--- src/rtl/serial_store_reg.sv ---
module serial_store_reg #(
  parameter int WIDTH       = 16,
  parameter int SYNC_STAGES = 2
) (
  input  logic             clk,
  input  logic             rst,
  input  logic             ser_in,
  input  logic             cs_n,
  input  logic             rw,
  input  logic             shift_clk,
  input  logic             store_clk,
  output logic             ser_out,
  output logic [WIDTH-1:0] par_out
);

  localparam int NSIG  = 5;
  localparam int B_SI  = 4;
  localparam int B_CS  = 3;
  localparam int B_RW  = 2;
  localparam int B_SHF = 1;
  localparam int B_STC = 0;

  logic [NSIG-1:0]  sync_q [SYNC_STAGES];
  logic [NSIG-1:0]  smp;
  logic             shf_prev, stc_prev;
  logic             shf_fall, stc_rise;
  logic             sel, wr_mode, reload;
  logic [WIDTH-1:0] shift_q, store_q;

  assign smp = sync_q[SYNC_STAGES-1];

  always_ff @(posedge clk) begin
    if (rst) begin
      for (int i = 0; i < SYNC_STAGES; i++) sync_q[i] <= '0;
      shf_prev <= 1'b0;
      stc_prev <= 1'b0;
    end else begin
      sync_q[0] <= {ser_in, cs_n, rw, shift_clk, store_clk};
      for (int i = 1; i < SYNC_STAGES; i++) sync_q[i] <= sync_q[i-1];
      shf_prev <= smp[B_SHF];
      stc_prev <= smp[B_STC];
    end
  end

  assign shf_fall = shf_prev & ~smp[B_SHF];
  assign stc_rise = ~stc_prev & smp[B_STC];
  assign sel      = ~smp[B_CS];
  assign wr_mode  = sel & ~smp[B_RW];
  assign reload   = sel & smp[B_RW] & smp[B_STC];

  always_ff @(posedge clk) begin
    if (rst)                shift_q <= '0;
    else if (sel && shf_fall)
      shift_q <= reload ? store_q : {shift_q[WIDTH-2:0], smp[B_SI]};
  end

  always_ff @(posedge clk) begin
    if (rst)                       store_q <= '0;
    else if (wr_mode && stc_rise)  store_q <= shift_q;
  end

  assign ser_out = shift_q[WIDTH-1];
  assign par_out = store_q;

  AST_DESELECT_HOLD: assert property (@(posedge clk) disable iff (rst)
    !sel |=> ($stable(shift_q) && $stable(store_q)));

  AST_SHIFT_STEP: assert property (@(posedge clk) disable iff (rst)
    (sel && shf_fall && !reload) |=>
      (shift_q == {$past(shift_q[WIDTH-2:0]), $past(smp[B_SI])}));

  AST_RELOAD: assert property (@(posedge clk) disable iff (rst)
    (sel && shf_fall && reload) |=> (shift_q == $past(store_q)));

  AST_STORE_COPY: assert property (@(posedge clk) disable iff (rst)
    (wr_mode && stc_rise) |=> (par_out == $past(shift_q)));

  AST_READ_HOLD: assert property (@(posedge clk) disable iff (rst)
    smp[B_RW] |=> $stable(store_q));

  AST_NO_EDGE_NO_SHIFT: assert property (@(posedge clk) disable iff (rst)
    !shf_fall |=> $stable(shift_q));

  AST_NO_EDGE_NO_STORE: assert property (@(posedge clk) disable iff (rst)
    !stc_rise |=> $stable(store_q));

endmodule

--- config.mk ---
export PLATFORM = sky130hd
export DESIGN_NAME = serial_store_reg
export DESIGN_NICKNAME = d
export VERILOG_FILES = /design/src/rtl/serial_store_reg.sv
export SDC_FILE = /design/constraint.sdc
export NUM_CORES = 1
export LEC_CHECK = 0
export BUFFER_PORTS_ARGS = -buffer_cell sky130_fd_sc_hd__buf_2
export CAP_MARGIN = 20
export CELL_PAD_IN_SITES_DETAIL_PLACEMENT = 0
export CELL_PAD_IN_SITES_GLOBAL_PLACEMENT = 1
export CORE_MARGIN = 2
export CORE_UTILIZATION = 41
export CTS_CLUSTER_DIAMETER = 200
export DETAILED_ROUTE_END_ITERATION = 6
export PLACE_DENSITY_LB_ADDON = 0.1
export SYNTH_ARGS = -nofsm -noshare
export SYNTH_HDL_FRONTEND = slang
export SYNTH_SLANG_ARGS = --single-unit
--- constraint.sdc ---
create_clock -name clk -period 1.7 [get_ports clk]
set_clock_uncertainty 0.05 [all_clocks]
set_input_delay 0.17 -clock clk [delete_from_list [all_inputs] [get_ports clk]]
set_output_delay 0.17 -clock clk [all_outputs]
set_load 0.02 [all_outputs]
**Word-level counts from Yosys, hierarchy flattened**

Memories as Yosys holds them, arrays and structs flattened.
Index checks and enable logic that the tools add are counted.
Widths: inputs -> output; s select.

- Multiplexer cells: 6
- Bitwise logic cells: 11
- Reductions and logical operators: 2

Operators with widths:

| cell | count |
|---|---|
| $mux 16 | 1 |
| $mux 5 | 2 |
| $and 1x1->1 | 5 |
| $not 1->1 | 4 |
| $mux 1 | 3 |
| $logic_and 1x1->1 | 2 |
| $or 1x1->1 | 2 |

- Bits in registers: 34
- Memory bits (writable): 10
- Bits of input ports: 7
- Output and inout bits: 17
- Word-level logic and storage cells: 24
- Memories kept: 1

Memory list:

| name | words | bits a word | read ports | clocked after memory_dff | write ports | line | RTL |
|---|---|---|---|---|---|---|---|
| sync_q | 2 | 5 | 2 | 0 | 2 | 23 | `logic [NSIG-1:0] sync_q [SYNC_STAGES];` |

**Logic depth before layout (Yosys ltp)**

Gate-level depths: netlist of the first run.

- Depth after elaboration: 4
- Mapped depth: 5
- Depth with buffers taken out: 3

**Worst setup path after synthesis of the first run**

No wires, ideal clock.

- Kind: reg-to-reg
- From: memory sync_q[1][2] (netlist: sync_q[0][7])
- To: register store_q[10] (netlist: par_out[10])
- Library setup time: 0.132 ns
- Arrival time: 1.221 ns
- Required time: 1.518 ns
- Setup slack: 0.297 ns
- Cell stages (with the launch flop): 6
- Path buffers: 2
- Period minus slack after synthesis: 1.403 ns
- Cell sequence: dfxtp_1 or4b_1 buf_2 buf_6 nand2_1 a21oi_1

RTL lines:

| what | line | RTL |
|---|---|---|
| start, declared | 23 |  |
| end signal, assigned | 59 | `else if (wr_mode && stc_rise) store_q <= shift_q;` |
| end, declared | 28 | `logic [WIDTH-1:0] shift_q, store_q;` |

==> flow_summary.toml, run 1 <==
[run_status]
outcome = "finished clean"

[placement]
gp_congestion = 0.688
place_area_um2 = 1700
dp.final_hpwl_um = 2090
numPlacedInstances = 222
portBuffers = 23

[setup_path]
path_class = "reg2reg"
worstSetupStartpointType = "flip-flop"
rr_worst_depth = 4
crit_chain = "nor3b_1 > nor2_1 > buf_4 > o2bb2ai_1"
crit_slowest_cell = "nor2_1"
required_ns = 1.87
max_stage_delay_ns = 0.42
crit_path_end_kind = "flip-flop"
critical_path_peak_fanout = 7
worst_ep_arrival_time_ns = 1.59

[synthesis]
synth-compound-area-share_pct = 21.2
ys_top_cells_by_area = "dfxtp_1, o2bb2ai_1, nand2_1"
synthTopCellsByCount = "dfxtp_1, nand2_1, a21oi_1, o22ai_1, o2bb2ai_1"
synth-xor-area-share_pct = 0
synth_area_um2 = 1520
ys_seq_area_share_pct = 57.9
synth_mux_area_share_pct = 0
synth-async-reset-ratio_pct = 0
yosysUniqueCellTypes = 16
synth_fa_ha_area_share_pct = 0
synth_fp_nets = 162
synth_largest_area_cell = "dfxtp_1"
synthMostInstantiatedCell = "dfxtp_1"
synth_top_area_share_pct = 57.9
avgSynthCellArea_um2 = 9.81
syn_inst = 155
ys_ff_latch = 44
synth_top_family_by_area = "compound AO/OA/AOI/OAI gates"
ys_warn_count = 0
synthSimpleGateAreaFrac_pct = 17.0
synth_flop_cell = "dfxtp_1"
synth_edf_count = 0

[power]
pwr-share-comb_pct = 3.5
power_density_nw_per_um2 = 1050
internal_power_mw = 1.50
p_total_mw = 1.90
p_leak_nw = 0.677
pwr-share-clk_pct = 41.3
ir_worst_vdd_uv = 565
switching_power_mw = 0.395
switching_share_pct = 20.8
pwr-share-seq_pct = 55.2

[final_layout]
final_nets = 188
final_util_pct = 50.0
fin_cells = 230
stdcell_area_um2 = 1800
drive_above_1_share_pct = 21.4
n_antenna_cell = 0
area_growth_pct = 18.7

[timing]
timing.fmax_ghz = 0.706
setup_tns_ns = 0
hold_viol_final = 0
worst_slew_pin_slew_ns = 0.531
maxSlewViolCount = 0
post-route-min-period_ns = 1.42
setup_viol = 0
min_period_over_period_pct = 83.3
grt_setup_unrepaired = "no"
max_slew_margin_pct = 64.5

[min_path]
hp-class = "in2reg"
hold_depth = 2

[clocking]
hold_buffers = 0
cts_setup_buffers = 0
cts_max_path_buffers = 2
cts_made_buffers = 5
ctsResizeCount = 0
h-tree-depth = 2
cts_tree = "done"
cts_root_buf = "clkbuf_8"
path_clk_slew_ns = 0.08
cts_sinks = 44
clk_latency_ns = 0.30

[floorplan]
die_w_um = 64.9
core_um2 = 3610
dieArea_um2 = 4210
rows = 22
die_height_um = 64.9
io_pins = 24
initial_core_util_pct = 42.2

[job]
maxCapViolCount = 0

[grt]
grtUsageTotal_pct = 17.6
grt_overflow = 0
grt_start_max_net_pins = 29
grt_pass1_vias = 1177
antenna_found_initial = 0
grt_first_pass_wirelength_um = 5590

[route]
viasPerCell = 5.17
ant_nets = 0
drt_first_pass_iters = 4
routed_wl_um = 3270
drt_iter0_markers = 57
vias = 1188
wl_per_cell_um = 14.2
post-route-drc-count = 0
-- critical path, delay by kind of cell, from the launching register on --
family / cells / cell delay (ns)
AOI/OAI and AO/OA: 1 / 0.12
DFF: 1 / 0.41
and+or+nand+nor: 2 / 0.51
buffers and inverters: 1 / 0.24
-- path summary, 6_finish.rpt --
check	slack [ns]	from	to
hold reg to reg	0.39	sync_q[0][2]	sync_q[0][7]
hold / removal	0.03	cs_n	sync_q[0][3]
setup / recovery	0.28	sync_q[0][8]	shift_q[3]
setup reg to reg	0.28	sync_q[0][8]	shift_q[3]
-- cells in the final DEF (no fill, tap or decap), types with 5 or more instances in the layout --
cell / n
dfxtp_1: 44
nand2_1: 33
buf_2: 23
o22ai_1: 16
a21oi_1: 16
o2bb2ai_1: 15
nor2b_1: 12
buf_4: 8
clkbuf_8: 5
-- logic make-up (layout without fill, tap and decap cells) --
logic type             Yosys count  in the layout
AOI/OAI and AO/OA               48             48
and+or+nand+nor                 51             51
buffers and inverters           12             39
DFF                             44             44
-- metrics by stage --
step / hold slack, ns / setup WS [ns]
floorplan: 0.248 / 0.297
global placement: 0.334 / 0.304
detailed placement: 0.332 / 0.282
CTS: 0.0196 / 0.260
global route: 0.0221 / 0.122
finish: 0.0275 / 0.283
-- per-layer routing --
metal | wire, µm | global-route usage, %
met5 | 0 | 0
met2 | 1540 | 28.4
met3 | 151 | 5.73
met4 | 50 | 6.38
met1 | 1530 | 22.0
-- area by class of cell --
class / instances / area [µm²]
clock buffers: 6 / 72.6
clock inverters: 2 / 35.0
fillers: 356 / 1800
multi-input cells: 99 / 581
flip-flops and latches: 44 / 881
well taps: 48 / 60.1
repair buffers: 31 / 175
-- power by group through the flow --
stage / logic, mW / registers [mW] / clock network, mW
after floorplan: 0.0421 / 1.07 / 0
final: 0.0657 / 1.05 / 0.785
after CTS: 0.0670 / 1.05 / 0.798
after global routing: 0.0720 / 1.05 / 0.858
after detailed placement: 0.0668 / 1.07 / 0
after global placement: 0.0648 / 1.07 / 0
-- registers in the layout (all words and copies together) (netlist names) --
register,flops
shf_prev,1
par_out,16
sync_q,10
shift_q,16
stc_prev,1
Note: power is estimated with default switching activity, not from simulation.
==> run 2: changes to the inputs <==
--- a/config.mk
+++ b/config.mk
@@ -5,12 +5,13 @@
 export SDC_FILE = /design/constraint.sdc
 export NUM_CORES = 1
 export LEC_CHECK = 0
+export ABC_AREA = 1
 export BUFFER_PORTS_ARGS = -buffer_cell sky130_fd_sc_hd__buf_2
 export CAP_MARGIN = 20
 export CELL_PAD_IN_SITES_DETAIL_PLACEMENT = 0
 export CELL_PAD_IN_SITES_GLOBAL_PLACEMENT = 1
 export CORE_MARGIN = 2
-export CORE_UTILIZATION = 41
+export CORE_UTILIZATION = 40
 export CTS_CLUSTER_DIAMETER = 200
 export DETAILED_ROUTE_END_ITERATION = 6
 export PLACE_DENSITY_LB_ADDON = 0.1
==> constraint.sdc (replaced) <==
create_clock -name clk -period 1.48 [get_ports clk]
set_clock_uncertainty 0.05 [all_clocks]
set_input_delay 0.148 -clock clk [delete_from_list [all_inputs] [get_ports clk]]
set_output_delay 0.148 -clock clk [all_outputs]
set_load 0.02 [all_outputs]
==> flow_summary.toml, run 2 <==
[timing]
worst_slew_pin_slew_ns = 0.381
setup_viol = 0
max_slew_margin_pct = 74.5
grt_setup_unrepaired = "no"
fin_ws_ns = 0.290
post-route-min-period_ns = 1.19
timing.fmax_ghz = 0.840
min_period_over_period_pct = 80.4
hold_viol_final = 0
maxSlewViolCount = 0
setup_tns_ns = 0

[floorplan]
die_w_um = 71.4
rows = 24
core_um2 = 4350
initial_core_util_pct = 41.7
dieArea_um2 = 5100
io_pins = 24
die_height_um = 71.4

[placement]
portBuffers = 23
place_area_um2 = 2000
dp.final_hpwl_um = 2410
pre_cts_slack_ns = 0.290
gp_congestion = 0.735

[setup_path]
cp-startpoint = "sync_q[0][7]"
r2r-end = "shift_q[10]"
worst_ep_arrival_time_ns = 1.37
rr_worst_depth = 4
cp_common_cell = "nand2_1"
cp-endpoint = "shift_q[10]"
cp_num_cells = 4
worst-path-buf-inv = 0
reg2reg_slack_ns = 0.29
max_stage_delay_ns = 0.41
required_ns = 1.66
crit_slowest_cell = "dfxtp_1"
worstReg2RegStart = "sync_q[0][7]"
crit_path_end_kind = "flip-flop"
worstSetupStartpointType = "flip-flop"
path_class = "reg2reg"
critical_path_peak_fanout = 16
crit_chain = "nand3_2 > nand2_1 > nand2_1 > a21oi_1"
cp_top_family = "simple AND/OR/NAND/NOR gates"

[grt]
grt_pass1_vias = 1458
met3_usage_pct = 4.64
grtUsageTotal_pct = 16.8
grt_start_max_net_pins = 29
antenna_found_initial = 0
grt_overflow = 0
met2_usage_pct = 26.5
grt_first_pass_wirelength_um = 6740
grt_use_met1_pct = 22.1
grt.busiest_layer = "met2"

[route]
wl_per_cell_um = 11.1
post-route-drc-count = 0
vias = 1587
drt_iter0_markers = 48
ant_nets = 0
viasPerCell = 4.52
drt_first_pass_iters = 4
routed_wl_um = 3910

[power]
power_density_nw_per_um2 = 1070
p_leak_nw = 1.04
ir_worst_vdd_uv = 662

[final_layout]
drive_above_1_share_pct = 15.1
final_nets = 305
area_growth_pct = 18.9
fillers = 464
layout_common_cells = "nand2_1, inv_1, dfxtp_1"
stdcell_area_um2 = 2160
n_antenna_cell = 0
final_util_pct = 49.6
final_common_cell = "nand2_1"

[run_status]
outcome = "finished clean"

[synthesis]
synth_top_area_share_pct = 48.5
syn_inst = 266
synthMostInstantiatedCell = "nand2_1"
ys_seq_area_share_pct = 48.5
ys_top_cells_by_area = "dfxtp_1, nand2_1, inv_1"
yosysUniqueCellTypes = 14
ys_ff_latch = 44
synth_flop_cell = "dfxtp_1"
synth_area_um2 = 1820
avgSynthCellArea_um2 = 6.83
synthTopCellsByCount = "nand2_1, inv_1, dfxtp_1, a21oi_1, nand3_1"
ys_warn_count = 0
synth_fp_nets = 273
synth-async-reset-ratio_pct = 0
synth_largest_area_cell = "dfxtp_1"
synth_edf_count = 0

[clocking]
cts_made_buffers = 5
h-tree-depth = 2
cts_sinks = 44
cts_tree = "done"
cts_setup_buffers = 0
clk_latency_ns = 0.29
path_clk_slew_ns = 0.08
cts_root_buf = "clkbuf_8"
cts_max_path_buffers = 2

[min_path]
hp-class = "in2reg"
hold_depth = 5

[job]
maxCapViolCount = 0
[run 2: report_power, final]
part | total [mW] | leakage (nW) | internal [mW] | switching (mW)
Clock | 0.922 | 0.0552 | 0.502 | 0.421
Sequential | 1.23 | 0.358 | 1.21 | 0.0149
Combinational | 0.153 | 0.630 | 0.0577 | 0.0954
Total | 2.30 | 1.04 | 1.77 | 0.531
[run 2: area by class of cell]
class | count | area, µm² | share of cell area, %
timing repair buffer | 36 | 225 | 10.4
clock buffer | 6 | 72.6 | 3.36
tap | 52 | 65.1 | 3.01
sequential | 44 | 881 | 40.8
clock inverter | 2 | 35.0 | 1.62
multi-input combinational | 162 | 698 | 32.3
inverter | 49 | 184 | 8.51
[run 2: worst min-delay path by stage]
stage                   start      endpoint  slack [ns]
global placement         cs_n  sync_q[0][3]        0.30
detailed placement         rw  sync_q[0][2]        0.30
global route              rst   shift_q[12]        0.27
floorplan           store_clk  sync_q[0][0]        0.20
finish                    rst    shift_q[7]        0.25
CTS                       rst    shift_q[1]        0.25
[run 2: cells by family after synthesis]
logic type | after synthesis | share of synthesized area [%]
AND/OR/NAND/NOR | 130 | 29.6
AO/OA/AOI/OAI | 32 | 8.82
flip-flops | 44 | 48.5
buffers and inverters | 60 | 13.1
[run 2: timing repair]
| action | 4_1_cts | 5_1_grt |
|---|---|---|
| endpoints found under the hold margin | 5 | 0 |
| resized for setup | 0 | 0 |
| hold buffers | 5 | 0 |
[run 2: worst reg2reg max path, cell delays in order, from the launching register on]
cell and delay [ns]:
dfxtp_1 0.41, nand3_2 0.33, nand2_1 0.15, nand2_1 0.05, a21oi_1 0.13
[run 2: through the flow]
step | std cells | power, mW | hold WS, ns
after floorplan | 266 | 1.35 | 0.205
after global placement | 338 | 1.40 | 0.297
after detailed placement | 338 | 1.40 | 0.305
after CTS | 351 | 2.33 | 0.250
after global routing | 351 | 2.40 | 0.267
final | 351 | 2.30 | 0.250
[run 2: per-layer routing]
| metal | wire, µm | part of all wire, % | vias to the layer above |
|---|---|---|---|
| li1 | - | - | 856 |
| met1 | 2030 | 52 | 701 |
| met2 | 1690 | 43 | 25 |
| met3 | 162 | 4.1 | 5 |
| met4 | 38 | 0.97 | 0 |
| met5 | 0 | 0 | - |
